`src/rtl/stripePkg.sv`:
```
package stripePkg;
  // Strobes handed from the transaction control to the channel datapath.
  typedef struct packed {
    logic accept;    // a burst is taken this cycle
    logic writeDir;  // direction of that burst
  } dispStrobe_t;
endpackage

```
`src/rtl/stripeChanPath.sv`:
```
module stripeChanPath
  import stripePkg::*;
#(
  parameter int ADDR_W        = 32,
  parameter int BURST_BYTES   = 256,
  parameter int NUM_CH        = 8,
  parameter int CHUNK_CYCLES  = 4,
  parameter int SWITCH_CYCLES = 2,
  parameter int BUSY_W        = 8
) (
  input  logic              clk,
  input  logic              rstN,
  input  dispStrobe_t       strb,
  input  logic              firstBurst,
  input  logic [ADDR_W-1:0] reqAddr,
  output logic [NUM_CH-1:0] issueOnehot,
  output logic              chanOk,
  output logic [BUSY_W-1:0] newBusy
);
  localparam int SHIFT    = $clog2(BURST_BYTES);
  localparam int CH_W     = (NUM_CH > 1) ? $clog2(NUM_CH) : 1;
  localparam int HEADROOM = (1 << BUSY_W) - 1 - CHUNK_CYCLES - SWITCH_CYCLES;

  logic [ADDR_W-1:0] nextAddrQ;
  logic [ADDR_W-1:0] burstAddr;
  logic [CH_W-1:0]   chIdx;
  logic [BUSY_W-1:0] busyQ   [NUM_CH];
  logic [NUM_CH-1:0] lastWrQ;
  logic [NUM_CH-1:0] lastVldQ;
  logic [BUSY_W-1:0] tgtBusy;
  logic [BUSY_W-1:0] tgtDec;
  logic              turnPen;

  assign burstAddr = firstBurst ? reqAddr : nextAddrQ;

  generate
    if (NUM_CH > 1) begin : g_chSel
      assign chIdx = burstAddr[SHIFT +: CH_W];
    end else begin : g_chOne
      assign chIdx = '0;
    end
  endgenerate

  assign tgtBusy = busyQ[chIdx];
  assign tgtDec  = (tgtBusy != '0) ? tgtBusy - 1'b1 : '0;
  assign turnPen = lastVldQ[chIdx] && (lastWrQ[chIdx] != strb.writeDir);
  assign newBusy = tgtDec + (turnPen ? BUSY_W'(SWITCH_CYCLES) : '0) + BUSY_W'(CHUNK_CYCLES);
  assign chanOk  = (int'(tgtBusy) <= HEADROOM);

  always_ff @(posedge clk) begin
    if (!rstN) nextAddrQ <= '0;
    else if (strb.accept) nextAddrQ <= burstAddr + ADDR_W'(BURST_BYTES);
  end

  generate
    for (genvar c = 0; c < NUM_CH; c++) begin : g_chan
      logic hit;
      assign hit            = strb.accept && (chIdx == CH_W'(c));
      assign issueOnehot[c] = hit;

      always_ff @(posedge clk) begin
        if (!rstN) begin
          busyQ[c]    <= '0;
          lastWrQ[c]  <= 1'b0;
          lastVldQ[c] <= 1'b0;
        end else if (hit) begin
          busyQ[c]    <= newBusy;
          lastWrQ[c]  <= strb.writeDir;
          lastVldQ[c] <= 1'b1;
        end else if (busyQ[c] != '0) begin
          busyQ[c] <= busyQ[c] - 1'b1;
        end
      end
    end
  endgenerate

  // at most one channel is issued per cycle
  assert_issue_onehot_R1: assert property (@(posedge clk) disable iff (!rstN)
    $onehot0(issueOnehot));

  // a loaded channel is busy for at least one service time
  assert_busy_loaded_R3: assert property (@(posedge clk) disable iff (!rstN)
    strb.accept |=> int'(busyQ[$past(chIdx)]) >= CHUNK_CYCLES);

  // an untouched idle channel pays no turnaround
  assert_first_no_penalty_R4: assert property (@(posedge clk) disable iff (!rstN)
    (strb.accept && !lastVldQ[chIdx] && tgtBusy == '0)
      |=> int'(busyQ[$past(chIdx)]) == CHUNK_CYCLES);
endmodule

```
`src/rtl/stripeTxnTable.sv`:
```
module stripeTxnTable
  import stripePkg::*;
#(
  parameter int ID_W    = 4,
  parameter int MAX_TXN = 4,
  parameter int BUSY_W  = 8
) (
  input  logic              clk,
  input  logic              rstN,
  input  logic              reqValid,
  input  logic              reqWrite,
  input  logic              reqLast,
  input  logic [ID_W-1:0]   reqId,
  input  logic              chanOk,
  input  logic [BUSY_W-1:0] newBusy,
  output logic              reqReady,
  output dispStrobe_t       strb,
  output logic              firstBurst,
  output logic              respValid,
  input  logic              respReady,
  output logic [ID_W-1:0]   respId
);
  localparam int SLOT_W = (MAX_TXN > 1) ? $clog2(MAX_TXN) : 1;

  logic [MAX_TXN-1:0] entV, entClosed;
  logic [ID_W-1:0]    entId  [MAX_TXN];
  logic [BUSY_W-1:0]  entRem [MAX_TXN];
  logic               openV, holdV;
  logic [SLOT_W-1:0]  openSlot, holdSlot;
  logic               freeAvail, anyDone;
  logic [SLOT_W-1:0]  freeSlot, doneSlot, sel, tgtSlot;
  logic               accept, respFire;

  always_comb begin
    freeAvail = 1'b0;
    freeSlot  = '0;
    anyDone   = 1'b0;
    doneSlot  = '0;
    for (int i = MAX_TXN - 1; i >= 0; i--) begin
      if (!entV[i]) begin
        freeAvail = 1'b1;
        freeSlot  = SLOT_W'(i);
      end
      if (entV[i] && entClosed[i] && entRem[i] == '0) begin
        anyDone  = 1'b1;
        doneSlot = SLOT_W'(i);
      end
    end
  end

  assign sel        = holdV ? holdSlot : doneSlot;
  assign respValid  = holdV || anyDone;
  assign respId     = entId[sel];
  assign respFire   = respValid && respReady;
  assign firstBurst = !openV;
  assign reqReady   = (openV || freeAvail) && chanOk;
  assign accept     = reqValid && reqReady;
  assign tgtSlot    = openV ? openSlot : freeSlot;
  assign strb       = '{accept: accept, writeDir: reqWrite};

  generate
    for (genvar s = 0; s < MAX_TXN; s++) begin : g_slot
      logic [BUSY_W-1:0] remDec;
      assign remDec = (entRem[s] != '0) ? entRem[s] - 1'b1 : '0;

      always_ff @(posedge clk) begin
        if (!rstN) begin
          entV[s]      <= 1'b0;
          entClosed[s] <= 1'b0;
          entId[s]     <= '0;
          entRem[s]    <= '0;
        end else if (respFire && sel == SLOT_W'(s)) begin
          entV[s] <= 1'b0;
        end else if (accept && tgtSlot == SLOT_W'(s)) begin
          entClosed[s] <= reqLast;
          if (!openV) begin
            entV[s]   <= 1'b1;
            entId[s]  <= reqId;
            entRem[s] <= newBusy;
          end else begin
            entRem[s] <= (newBusy > remDec) ? newBusy : remDec;
          end
        end else begin
          entRem[s] <= remDec;
        end
      end
    end
  endgenerate

  always_ff @(posedge clk) begin
    if (!rstN) begin
      openV    <= 1'b0;
      openSlot <= '0;
      holdV    <= 1'b0;
      holdSlot <= '0;
    end else begin
      if (accept) begin
        openV    <= !reqLast;
        openSlot <= tgtSlot;
      end
      holdV    <= respValid && !respReady;
      holdSlot <= sel;
    end
  end

  // a response that is offered stays stable until taken
  assert_resp_hold_R8: assert property (@(posedge clk) disable iff (!rstN)
    (respValid && !respReady) |=> (respValid && respId == $past(respId)));

  // a transaction still accepting bursts is never reported done
  assert_resp_after_close_R5: assert property (@(posedge clk) disable iff (!rstN)
    respValid |-> !(openV && openSlot == sel));
endmodule

```
`src/rtl/stripeDispatch.sv`:
```
module stripeDispatch
  import stripePkg::*;
#(
  parameter int ADDR_W        = 32,
  parameter int ID_W          = 4,
  parameter int BURST_BYTES   = 256,
  parameter int NUM_CH        = 8,
  parameter int CHUNK_CYCLES  = 4,
  parameter int SWITCH_CYCLES = 2,
  parameter int BUSY_W        = 8,
  parameter int MAX_TXN       = 4
) (
  input  logic              clk,
  input  logic              rstN,
  input  logic              reqValid,
  output logic              reqReady,
  input  logic [ADDR_W-1:0] reqAddr,
  input  logic [ID_W-1:0]   reqId,
  input  logic              reqWrite,
  input  logic              reqLast,
  output logic              respValid,
  input  logic              respReady,
  output logic [ID_W-1:0]   respId,
  output logic [NUM_CH-1:0] issueOnehot
);
  generate
    if (BURST_BYTES <= 0 || (BURST_BYTES & (BURST_BYTES - 1)) != 0) begin : g_badBurst
      $error("stripeDispatch: BURST_BYTES has to be a positive power of two");
    end
    if (NUM_CH <= 0 || (NUM_CH & (NUM_CH - 1)) != 0) begin : g_badChan
      $error("stripeDispatch: NUM_CH has to be a positive power of two");
    end
    if ((1 << BUSY_W) - 1 - CHUNK_CYCLES - SWITCH_CYCLES < 0) begin : g_badBusy
      $error("stripeDispatch: BUSY_W too narrow for one service time");
    end
  endgenerate

  dispStrobe_t       strb;
  logic              firstBurst;
  logic              chanOk;
  logic [BUSY_W-1:0] newBusy;

  stripeTxnTable #(
    .ID_W(ID_W), .MAX_TXN(MAX_TXN), .BUSY_W(BUSY_W)
  ) u_ctrl (
    .clk(clk), .rstN(rstN),
    .reqValid(reqValid), .reqWrite(reqWrite), .reqLast(reqLast), .reqId(reqId),
    .chanOk(chanOk), .newBusy(newBusy),
    .reqReady(reqReady), .strb(strb), .firstBurst(firstBurst),
    .respValid(respValid), .respReady(respReady), .respId(respId)
  );

  stripeChanPath #(
    .ADDR_W(ADDR_W), .BURST_BYTES(BURST_BYTES), .NUM_CH(NUM_CH),
    .CHUNK_CYCLES(CHUNK_CYCLES), .SWITCH_CYCLES(SWITCH_CYCLES), .BUSY_W(BUSY_W)
  ) u_path (
    .clk(clk), .rstN(rstN),
    .strb(strb), .firstBurst(firstBurst), .reqAddr(reqAddr),
    .issueOnehot(issueOnehot), .chanOk(chanOk), .newBusy(newBusy)
  );
endmodule

```
`config.mk`:
```
export PLATFORM = sky130hd
export DESIGN_NAME = stripeDispatch
export DESIGN_NICKNAME = d
export VERILOG_FILES = /design/src/rtl/stripePkg.sv /design/src/rtl/stripeChanPath.sv /design/src/rtl/stripeTxnTable.sv /design/src/rtl/stripeDispatch.sv
export SDC_FILE = /design/constraint.sdc
export NUM_CORES = 1
export LEC_CHECK = 0
export ABC_AREA = 0
export BUFFER_PORTS_ARGS = -buffer_cell sky130_fd_sc_hd__buf_2
export CAP_MARGIN = 20
export CORE_UTILIZATION = 40
export CTS_CLUSTER_DIAMETER = 120
export DETAILED_ROUTE_END_ITERATION = 12
export GPL_TIMING_DRIVEN = 0
export SLEW_MARGIN = 20
export SYNTH_ARGS = -nofsm -noshare
export SYNTH_HDL_FRONTEND = slang
export SYNTH_SLANG_ARGS = --single-unit
```
`constraint.sdc`:
```
create_clock -name clk -period 7.2 [get_ports clk]
set_input_delay 0.36 -clock clk [delete_from_list [all_inputs] [get_ports clk]]
set_output_delay 0.36 -clock clk [all_outputs]
set_load 0.1 [all_outputs]
```
; Word level (Yosys, flattened, before mapping)
; Memory sizes are Yosys's and may differ from the RTL's.
; Index checks and enable logic that the tools add are counted.
[classes]
bitwise_logic = 38
n_lt_le_gt_ge = 6
n_addsub = 16
eq_ne = 14
n_reduce_logical = 65
n_mux = 172
[op_table]
columns = cell, count
row1 = $mux W8, 37
row2 = $mux W1, 117
row3 = $reduce_bool A8 Y1, 13
row4 = $sub A8 B1 Y8 const B, 13
row5 = $add A32 B9 Y32 const B, 1
row6 = $gt A8 B8 Y1, 4
row7 = $logic_not A8 Y1, 4
row8 = $mux W32, 1
row9 = $or A1 B1 Y1, 32
row10 = $logic_and A1 B1 Y1, 29
row11 = $mux W2, 11
row12 = $mux W4, 4
row13 = $reduce_and A2 Y1, 8
row14 = $eq A3 B3 Y1 const B, 4
row15 = $add A8 B3 Y8 const B, 1
row16 = $add A8 B8 Y8, 1
row17 = $eq A2 B2 Y1 const B, 4
row18 = $le A8 B8 Y1 const B, 1
row19 = $reduce_or A2 Y1, 4
row20 = $bmux W1 S3, 2
row21 = $eq A3 B2 Y1 const B, 2
row22 = $not A1 Y1, 6
row23 = $eq A2 B1 Y1 const B, 2
row24 = $logic_not A2 Y1, 2
row25 = 6 further kinds, 8
[totals]
mem_bits_rw = 112
regBits = 62
memories = 3
output_inout_bits = 14
[mem_list]
columns = memory, depth, width, read_ports, rd_clocked_by_memory_dff, wr, line_no
row1 = u_path.busyQ, 8, 8, 9, 0, 8, stripeChanPath.sv:27  ; logic [BUSY_W-1:0] busyQ [NUM_CH];
row2 = u_ctrl.entRem, 4, 8, 4, 0, 4, stripeTxnTable.sv:27  ; logic [BUSY_W-1:0] entRem [MAX_TXN];
row3 = u_ctrl.entId, 4, 4, 1, 0, 4, stripeTxnTable.sv:26  ; logic [ID_W-1:0] entId [MAX_TXN];

; Longest topological paths before layout
; Gate-level depths: netlist of run 1.
; An unclocked memory read counts as a cell.
[depth]
depth_word = 16
mapped_depth = 27
mapped_depth_nobuf = 25

; Cells and area by module
; Synthesis of run 1 repeated with hierarchy kept, for this count alone.
[unflattened]
hier_cells = 1113
hier_area_um2 = 10388.7
[by_module_without_submodules]
columns = mod, area_each_um2, cells_each, seq_area_each_um2, instances
row1 = stripeChanPath, 5829.3, 639, 2302.2, 1
row2 = stripeTxnTable, 4559.4, 474, 1721.7, 1

; Worst setup path after synthesis of run 1
; Ideal clock, no wire load.
[synth_path]
path_kind = flip-flop to flip-flop
from = register u_ctrl.openV
to = memory u_ctrl.entRem[0][2] (data pin)
path_slack_ps = 1411
path_stages_with_launch = 26
required_ps = 7020
setup_time_ps = 180
t_arrival_ps = 5609
cell_sequence = dfxtp_1 -> mux2_2 -> clkinv_1 -> clkbuf_1 -> o31ai_1 -> o32ai_2 -> inv_2 -> ha_1 -> and3_1 -> nand2_1 -> and2_1 -> ha_1 -> inv_1 -> ha_1 -> nor3_1 -> o211ai_1 -> xnor2_1 -> mux2i_1 -> clkbuf_1 -> inv_1 -> ha_1 -> nand3_1 -> or4_1 -> o211ai_1 -> a21oi_4 -> o41ai_2
[synth_rtl]
columns = item, line_no
row1 = from (decl), stripeTxnTable.sv:28  ; logic openV, holdV;
row2 = from (signal assigned), stripeTxnTable.sv:98  ; openV <= !reqLast;
row3 = to (decl), stripeTxnTable.sv:27

==> qor.yml, run 1 <==
grt:
  grt_pass1_wl_um: 53600
  grt_use_total: 0.2490
  grt_pass1_vias: 9419
  grt_overflow_total: 0
  grt_max_degree: 17
  grt_antenna_before_repair: 0
logic_synthesis:
  synth.avg_cell_area_um2: 8.619
  ys_async_sr_fraction: 0
  netlist.top_cell.by_area: "edfxtp_1"
  ys_warn_count: 0
  seq_area_frac_synth: 0.3659
  synth_edf_count: 112
  netlist.area_leader.share: 0.3058
  synth.ff_latch_count: 145
  postSynthCellCount: 1276
  synthTopCellsByCount: "160 x nor2_1, 126 x nand2_1, 112 x edfxtp_1"
  ys_types: 88
  synth_ff_type: "edfxtp_1"
  syn-num-nets: 1377
  yosys.cell_count.top_type: "nor2_1"
  netlist_area_um2: 11000
  synthTopCellsByArea: "edfxtp_1 31%, ha_1 6.7%, dfxtp_1 6.0%"
power_and_ir_drop:
  p_sw_frac: 0.4703
  clkPwrFrac: 0.160
  ir_drop_mv: 0.2520
  p_sw_mw: 2.625
  power_density_nw_per_um2: 456.7
  p_seq_frac: 0.269
  combPwrFrac: 0.571
  internal-power_mw: 2.957
  p_leak_nw: 4.836
timing:
  slew_headroom: 0.2696
  max_freq_mhz: 145.1
  fin_crit_sh: 0.9575
  setup_viol: 0
  fin_tns_setup_ns: 0
  maxSlewViolCount: 0
  hold_viol: 0
  worst_slack_ns: 0.3062
  tightest_slew_ns: 1.096
  rsz0062_at_grt: "false"
  clock_skew_ns: 0.01546
  layout_min_cycle_time_ns: 6.894
route:
  viasPerCell: 5.890
  drc: 0
  drt_iter0_markers: 890
  dr.pass1.iters: 5
  wl_per_cell_um: 20.42
  vias: 9884
  wl_um: 34260
  ant_nets: 0
layout:
  multiInputGateArea_um2: 6471
  area_delta_synth_final_pct: 11.14
  fin_util: 0.4535
  finalInstanceArea_um2: 12220
  fillers: 2609
  fin_cells: 1678
  drive_above_1_share: 0.1070
  final_nets: 1425
  n_antenna_cell: 0
  final-seq-area_um2: 4024
clocking:
  cts_sinks: 145
  cts_buffer_depth: 2
  cts_tree: "yes"
  path_clk_slew_ns: 0.07
  cts-htree-levels: 4
  clock_insertion_delay_worst_skew_ns: 0.43
  cts_buffers: 17
  clockRootBuffer: "clkbuf_16"
placement:
  dp.cells: 1642
  place_hpwl_um: 25340
  globalplace.congestion: 0.9514
  preCtsSetupSlack_ns: -1.001
  port_buffers: 24
  place_area_um2: 11570
critical_path:
  critPathMaxFanout: 12
  path_common_cell: "ha_1"
  cp_cell_sequence: "buf_4 > nand2_2 > buf_4 > o22ai_1 > a211oi_1 > o32ai_2 > inv_2 > ha_1 > and3_1 > nand2_1 > and2_1 > ha_1 > inv_1 > ha_1 > xnor2_1 > clkinv_1 > ha_1 > nand2_1 > nor2_1 > nor3_1 > mux2i_1 > mux2_4 > a31oi_2 > o22ai_1"
  worstPathRequired_ns: 7.34
  cp-start-kind: "flip-flop"
  worstPathArrival_ns: 7.04
  end_kind: "flip-flop"
  slowest_delay_ns: 0.89
  crit_slowest_cell: "clkinv_1"
  crit_type: "reg -> reg"
floorplan:
  dieArea_um2: 28160
  fp.dieH_um: 167.8
  core_region_area_um2: 26950
  start_util: 0.4081
  rows: 60
  ios: 56
  die_w_um: 167.8
run_status:
  status: "finished, final reports clean"
job:
  cap_violations: 0
worst_hold_path:
  min_path_type: "in -> reg"
[cells by family (layout without fill, tap and decap cells)]
logic type / Yosys count / in the layout / share of synthesized area
muxes: 40 / 40 / 0.03845
xor gates and xnor gates: 63 / 63 / 0.05392
DFF: 145 / 145 / 0.3659
AOI/OAI and AO/OA: 283 / 283 / 0.1776
adders and majority gates: 59 / 59 / 0.06712
and+or+nand+nor: 559 / 559 / 0.2465
buffers and inverters: 127 / 188 / 0.05051
[cells in the final DEF, fill, tap and decap left out, types with 16 or more instances in the layout]
cell type and count:
dfxtp_1 33, nand2b_1 34, and3_1 17, inv_1 49, clkbuf_16 17, buf_4 17
nor3_1 79, a211oi_1 16, edfxtp_1 112, xnor2_1 34, xor2_1 24, o22ai_1 48
a21oi_1 99, and2_1 18, o21ai_0 20, nand3_1 32, or3_1 18, buf_2 35
mux2i_1 29, ha_1 59, nand2_1 125, nor2_1 159, clkbuf_1 27
[what timing repair did]
item / 4_1_cts / 5_1_grt
setup endpoints to repair: 32 / 27
hold buffers: 0 / 0
pin swaps: 1 / 2
buffers inserted: 0 / 4
endpoints found under the hold margin: 0 / 0
gates resized for setup: 9 / 9
[worst max-delay path, delay by kind of cell (launching register included)]
family / cells / cell delay, ns
buf+inv: 5 / 1.56
compound gates: 5 / 1.32
fa+ha+maj: 4 / 1.21
simple gates: 7 / 1.01
xor+xnor: 1 / 0.59
flops: 1 / 0.50
mux: 2 / 0.41
[per-stage QoR]
stage	total power [mW]	hold slack [ns]
floorplan	3.756	0.4317
global placement	4.547	0.4426
detailed placement	4.611	0.4518
CTS	5.525	0.1356
global route	6.014	0.1368
finish	5.582	0.1417
[layer usage]
metal  wire length (um)  track usage  vias to the layer above
met5                  0            0                        -
met4                916      0.07818                        0
met3               2337      0.04772                       56
met2              15030       0.3902                      320
met1              15980       0.3459                     4753
li1                   -            -                     4755
[state kept, by name, indices dropped and copies added, names as in the netlist]
signal / count
u_ctrl.entV: 4
u_ctrl.openSlot: 2
u_ctrl.entRem: 32
u_ctrl.holdV: 1
u_ctrl.entClosed: 4
u_path.lastVldQ: 8
u_ctrl.entId: 16
u_ctrl.holdSlot: 2
u_ctrl.openV: 1
u_path.nextAddrQ: 3
u_path.busyQ: 64
u_path.lastWrQ: 8
[power groups by stage]
stage	Sequential (mW)	Combinational [mW]	Clock [mW]
2_1_floorplan	1.40	2.35	0
3_3_place_gp	1.50	3.05	0
3_5_place_dp	1.51	3.10	0
4_1_cts	1.49	3.14	0.901
5_1_grt	1.53	3.55	0.938
6_report	1.50	3.19	0.895
[cell type report]
cell class	count	share of cell area
Buffer	62	0.02641
Clock buffer	17	0.03480
Clock inverter	15	0.01198
Inverter	65	0.02006
Multi-Input combinational cell	1004	0.5294
Sequential cell	145	0.3292
Tap cell	341	0.03491
Timing Repair Buffer	29	0.01321
[final timing paths]
check	end	slack, ns	start	depth (start not counted)
worst max-delay path	u_ctrl.entRem[1][3]	0.31	u_ctrl.openV	24
worst min-delay path	u_ctrl.holdV	0.14	respReady	2
worst max register to register	u_ctrl.entRem[1][3]	0.31	u_ctrl.openV	24
worst min register to register	u_path.lastWrQ[6]	0.46	u_path.lastWrQ[6]	2
Note: power is estimated with default switching activity, not from simulation.
==> inputs of run 2 (changes only) <==
--- a/config.mk
+++ b/config.mk
@@ -5,10 +5,11 @@
 export SDC_FILE = /design/constraint.sdc
 export NUM_CORES = 1
 export LEC_CHECK = 0
-export ABC_AREA = 0
+export ABC_AREA = 1
 export BUFFER_PORTS_ARGS = -buffer_cell sky130_fd_sc_hd__buf_2
 export CAP_MARGIN = 20
 export CORE_UTILIZATION = 40
+export CTS_BUF_LIST = sky130_fd_sc_hd__clkbuf_2 sky130_fd_sc_hd__clkbuf_4 sky130_fd_sc_hd__clkbuf_8
 export CTS_CLUSTER_DIAMETER = 120
 export DETAILED_ROUTE_END_ITERATION = 12
 export GPL_TIMING_DRIVEN = 0
==> qor.yml, run 2 <==
worst_hold_path:
  min_path_type: "in -> reg"  # unchanged
clocking:
  cts-htree-levels: 4  # unchanged
  cts_tree: "yes"  # unchanged
  postCtsSetupRepairBufs: 0  # unchanged
  clock_insertion_delay_worst_skew_ns: 0.47  # was 0.43 ns
  cts_hold_buf: 0  # unchanged
  cts_sinks: 145  # unchanged
  path_clk_slew_ns: 0.10  # was 0.07 ns
  cts_buffer_depth: 2  # unchanged
  clockRootBuffer: "clkbuf_8"  # was clkbuf_16
  cts_buffers: 17  # unchanged
  cts-resized-gates: 0  # was 9
route:
  wl_um: 32360  # was 34,260 um
  viasPerCell: 5.264  # was 5.890
  drc: 0  # unchanged
  ant_nets: 0  # unchanged
  vias: 10390  # was 9,884
  dr.pass1.iters: 5  # unchanged
  wl_per_cell_um: 16.39  # was 20.42 um
  drt_iter0_markers: 896  # was 890
timing:
  holdWs_ns: 0.06314  # was 0.1417 ns
  layout_min_cycle_time_ns: 5.517  # was 6.894 ns
  max_freq_mhz: 181.3  # was 145.1 MHz
  fin_tns_setup_ns: 0  # unchanged
  worst_slack_ns: 1.683  # was 0.3062 ns
  clock_skew_ns: 0.01912  # was 0.01546 ns
  setup_viol: 0  # unchanged
  tightest_slew_ns: 1.158  # was 1.096 ns
  rsz0062_at_grt: "false"  # unchanged
  fin_crit_sh: 0.7662  # was 0.9575
  maxSlewViolCount: 0  # unchanged
  slew_headroom: 0.2280  # was 0.2696
  hold_viol: 0  # unchanged
critical_path:
  end_kind: "flip-flop"  # unchanged
  critPathMaxFanout: 11  # was 12
  worstPathArrival_ns: 5.84  # was 7.04 ns
  slowest_delay_ns: 0.79  # was 0.89 ns
  worstPathRequired_ns: 7.52  # was 7.34 ns
  cp-start-kind: "flip-flop"  # unchanged
  crit_slowest_cell: "clkbuf_1"  # was clkinv_1
  crit_type: "reg -> reg"  # unchanged
logic_synthesis:
  netlist.top_cell.by_area: "edfxtp_1"  # unchanged
  synth_ff_type: "edfxtp_1"  # unchanged
  syn-num-nets: 1645  # was 1,377
  synth.avg_cell_area_um2: 7.198  # was 8.619 um2
  netlist_area_um2: 11110  # was 11,000 um2
  postSynthCellCount: 1544  # was 1,276
  seq_area_frac_synth: 0.3621  # was 0.3659
  synth.ff_latch_count: 145  # unchanged
  ys_async_sr_fraction: 0  # unchanged
  yosys.cell_count.top_type: "nand2_1"  # was nor2_1
  ys_warn_count: 0  # unchanged
  ys_types: 53  # was 88
  synthTopCellsByArea: "edfxtp_1 30%, nand2_1 13%, nand3_1 8.6%"  # was edfxtp_1 31%, ha_1 6.7%, dfxtp_1 6.0%
  synthTopCellsByCount: "385 x nand2_1, 228 x inv_1, 190 x nand3_1"  # was 160 x nor2_1, 126 x nand2_1, 112 x edfxtp_1
  synth_edf_count: 112  # unchanged
  netlist.area_leader.share: 0.3026  # was 0.3058
placement:
  port_buffers: 26  # was 24
  place_hpwl_um: 24460  # was 25,340 um
  place_area_um2: 11720  # was 11,570 um2
  dp.cells: 1942  # was 1,642
  globalplace.congestion: 0.9431  # was 0.9514
  preCtsSetupSlack_ns: 1.774  # was -1.001 ns
layout:
  drive_above_1_share: 0.1017  # was 0.1070
  final_nets: 1690  # was 1,425
  fin_cells: 1974  # was 1,678
  largest_reg_flops: 64  # unchanged
  largest-register: "u_path.busyQ"  # unchanged
  n_antenna_cell: 0  # unchanged
  area_delta_synth_final_pct: 9.221  # was 11.14%
  reg_top3: "u_path.busyQ: 64 flops, u_ctrl.entRem: 32 flops, u_ctrl.entId: 16 flops"  # unchanged
  fillers: 2782  # was 2,609
  layout_common_cells: "385 x nand2_1, 228 x inv_1, 190 x nand3_1, 159 x nor2_1, 112 x edfxtp_1"  # was 159 x nor2_1, 125 x nand2_1, 112 x edfxtp_1, 99 x a21oi_1, 79 x nor3_1
  final_common_cell: "nand2_1"  # was nor2_1
  finalInstanceArea_um2: 12140  # was 12,220 um2
power_and_ir_drop:
  ir_drop_mv: 0.1836  # was 0.2520 mV
  p_leak_nw: 5.897  # was 4.836 nW
  power_density_nw_per_um2: 418.8  # was 456.7 nW/um2
floorplan:
  die_w_um: 168.7  # was 167.8 um
  core_region_area_um2: 27100  # was 26,950 um2
  fp.dieH_um: 168.7  # was 167.8 um
  ios: 56  # unchanged
  dieArea_um2: 28450  # was 28,160 um2
  start_util: 0.4101  # was 0.4081
  rows: 60  # unchanged
run_status:
  status: "finished, final reports clean"  # unchanged
grt:
  grt_pass1_wl_um: 51440  # was 53,600 um
  grt_use_total: 0.2335  # was 0.2490
  grt_overflow_total: 0  # unchanged
  grt_max_degree: 17  # unchanged
  grt_antenna_before_repair: 0  # unchanged
  grt_pass1_vias: 9563  # was 9,419
job:
  cap_violations: 0  # unchanged
run 2: cell types whose count changed after synthesis, moves of 30 or more:
cell	before	now
a21oi_1	101	32
nor3_1	80	22
nand2b_1	34	0
o21ai_0	20	85
mux2i_1	30	0
nand3_1	32	190
inv_1	49	228
nand2_1	126	385
xnor2_1	36	0
run 2: layout make-up:
type,instances,area [um2],share of cell area
clock buffers,17,234.0,0.01928
clock inverters,15,187.7,0.01546
well taps,372,465.4,0.03835
multi-input cells,1117,5948,0.4901
repair buffers,26,130.1,0.01072
flip-flops and latches,145,4024,0.3315
inverters,246,928.4,0.07649
plain buffers,36,220.2,0.01814
run 2: logic make-up after synthesis:
| logic type | synth area share |
|---|---|
| AO/OA/AOI/OAI | 0.09288 |
| XOR/XNOR | 0.03220 |
| adder cells (fa/ha/maj) | 0.06643 |
| buffers and inverters | 0.1034 |
| flip-flops | 0.3621 |
| AND/OR/NAND/NOR | 0.3431 |
run 2: worst max-delay path: cells and delay by family, from the launching register on:
kind	cells	cell delay, ns
buffers and inverters	9	2.40
and+or+nand+nor	12	1.24
adders and majority gates	3	0.90
AOI/OAI and AO/OA	4	0.51
DFF	1	0.32
run 2: final timing paths:
kind                                    startpoint             endpoint  slack [ns]  cells after the start
worst max-delay path                  u_ctrl.openV  u_ctrl.entRem[2][7]        1.68                     28
worst min-delay path                     respReady         u_ctrl.holdV        0.06                      2
worst max register to register        u_ctrl.openV  u_ctrl.entRem[2][7]        1.68                     28
worst min register to register  u_path.lastVldQ[0]   u_path.lastVldQ[0]        0.45                      2
run 2: power breakdown:
| group | switching [mW] | leakage [nW] | total [mW] | internal (mW) |
|---|---|---|---|---|
| Combinational | 2.05 | 4.18 | 3.02 | 0.975 |
| Clock | 0.388 | 0.217 | 0.715 | 0.327 |
| Sequential | 0.157 | 1.50 | 1.34 | 1.19 |
| Total | 2.59 | 5.90 | 5.08 | 2.49 |
run 2: routing by layer:
layer | vias to the layer above | global-route usage | share of wire
li1 | 5151 | - | -
met3 | 34 | 0.03601 | 0.062
met5 | - | 0 | 0
met4 | 0 | 0.06482 | 0.016
met1 | 4875 | 0.3250 | 0.47
met2 | 332 | 0.3750 | 0.45
run 2: stage by stage:
stage / utilization / total power, mW
floorplan: - / 3.560
global placement: 0.4320 / 4.288
detailed placement: 0.4323 / 4.349
CTS: 0.4479 / 5.065
global route: 0.4479 / 5.556
finish: 0.4479 / 5.083
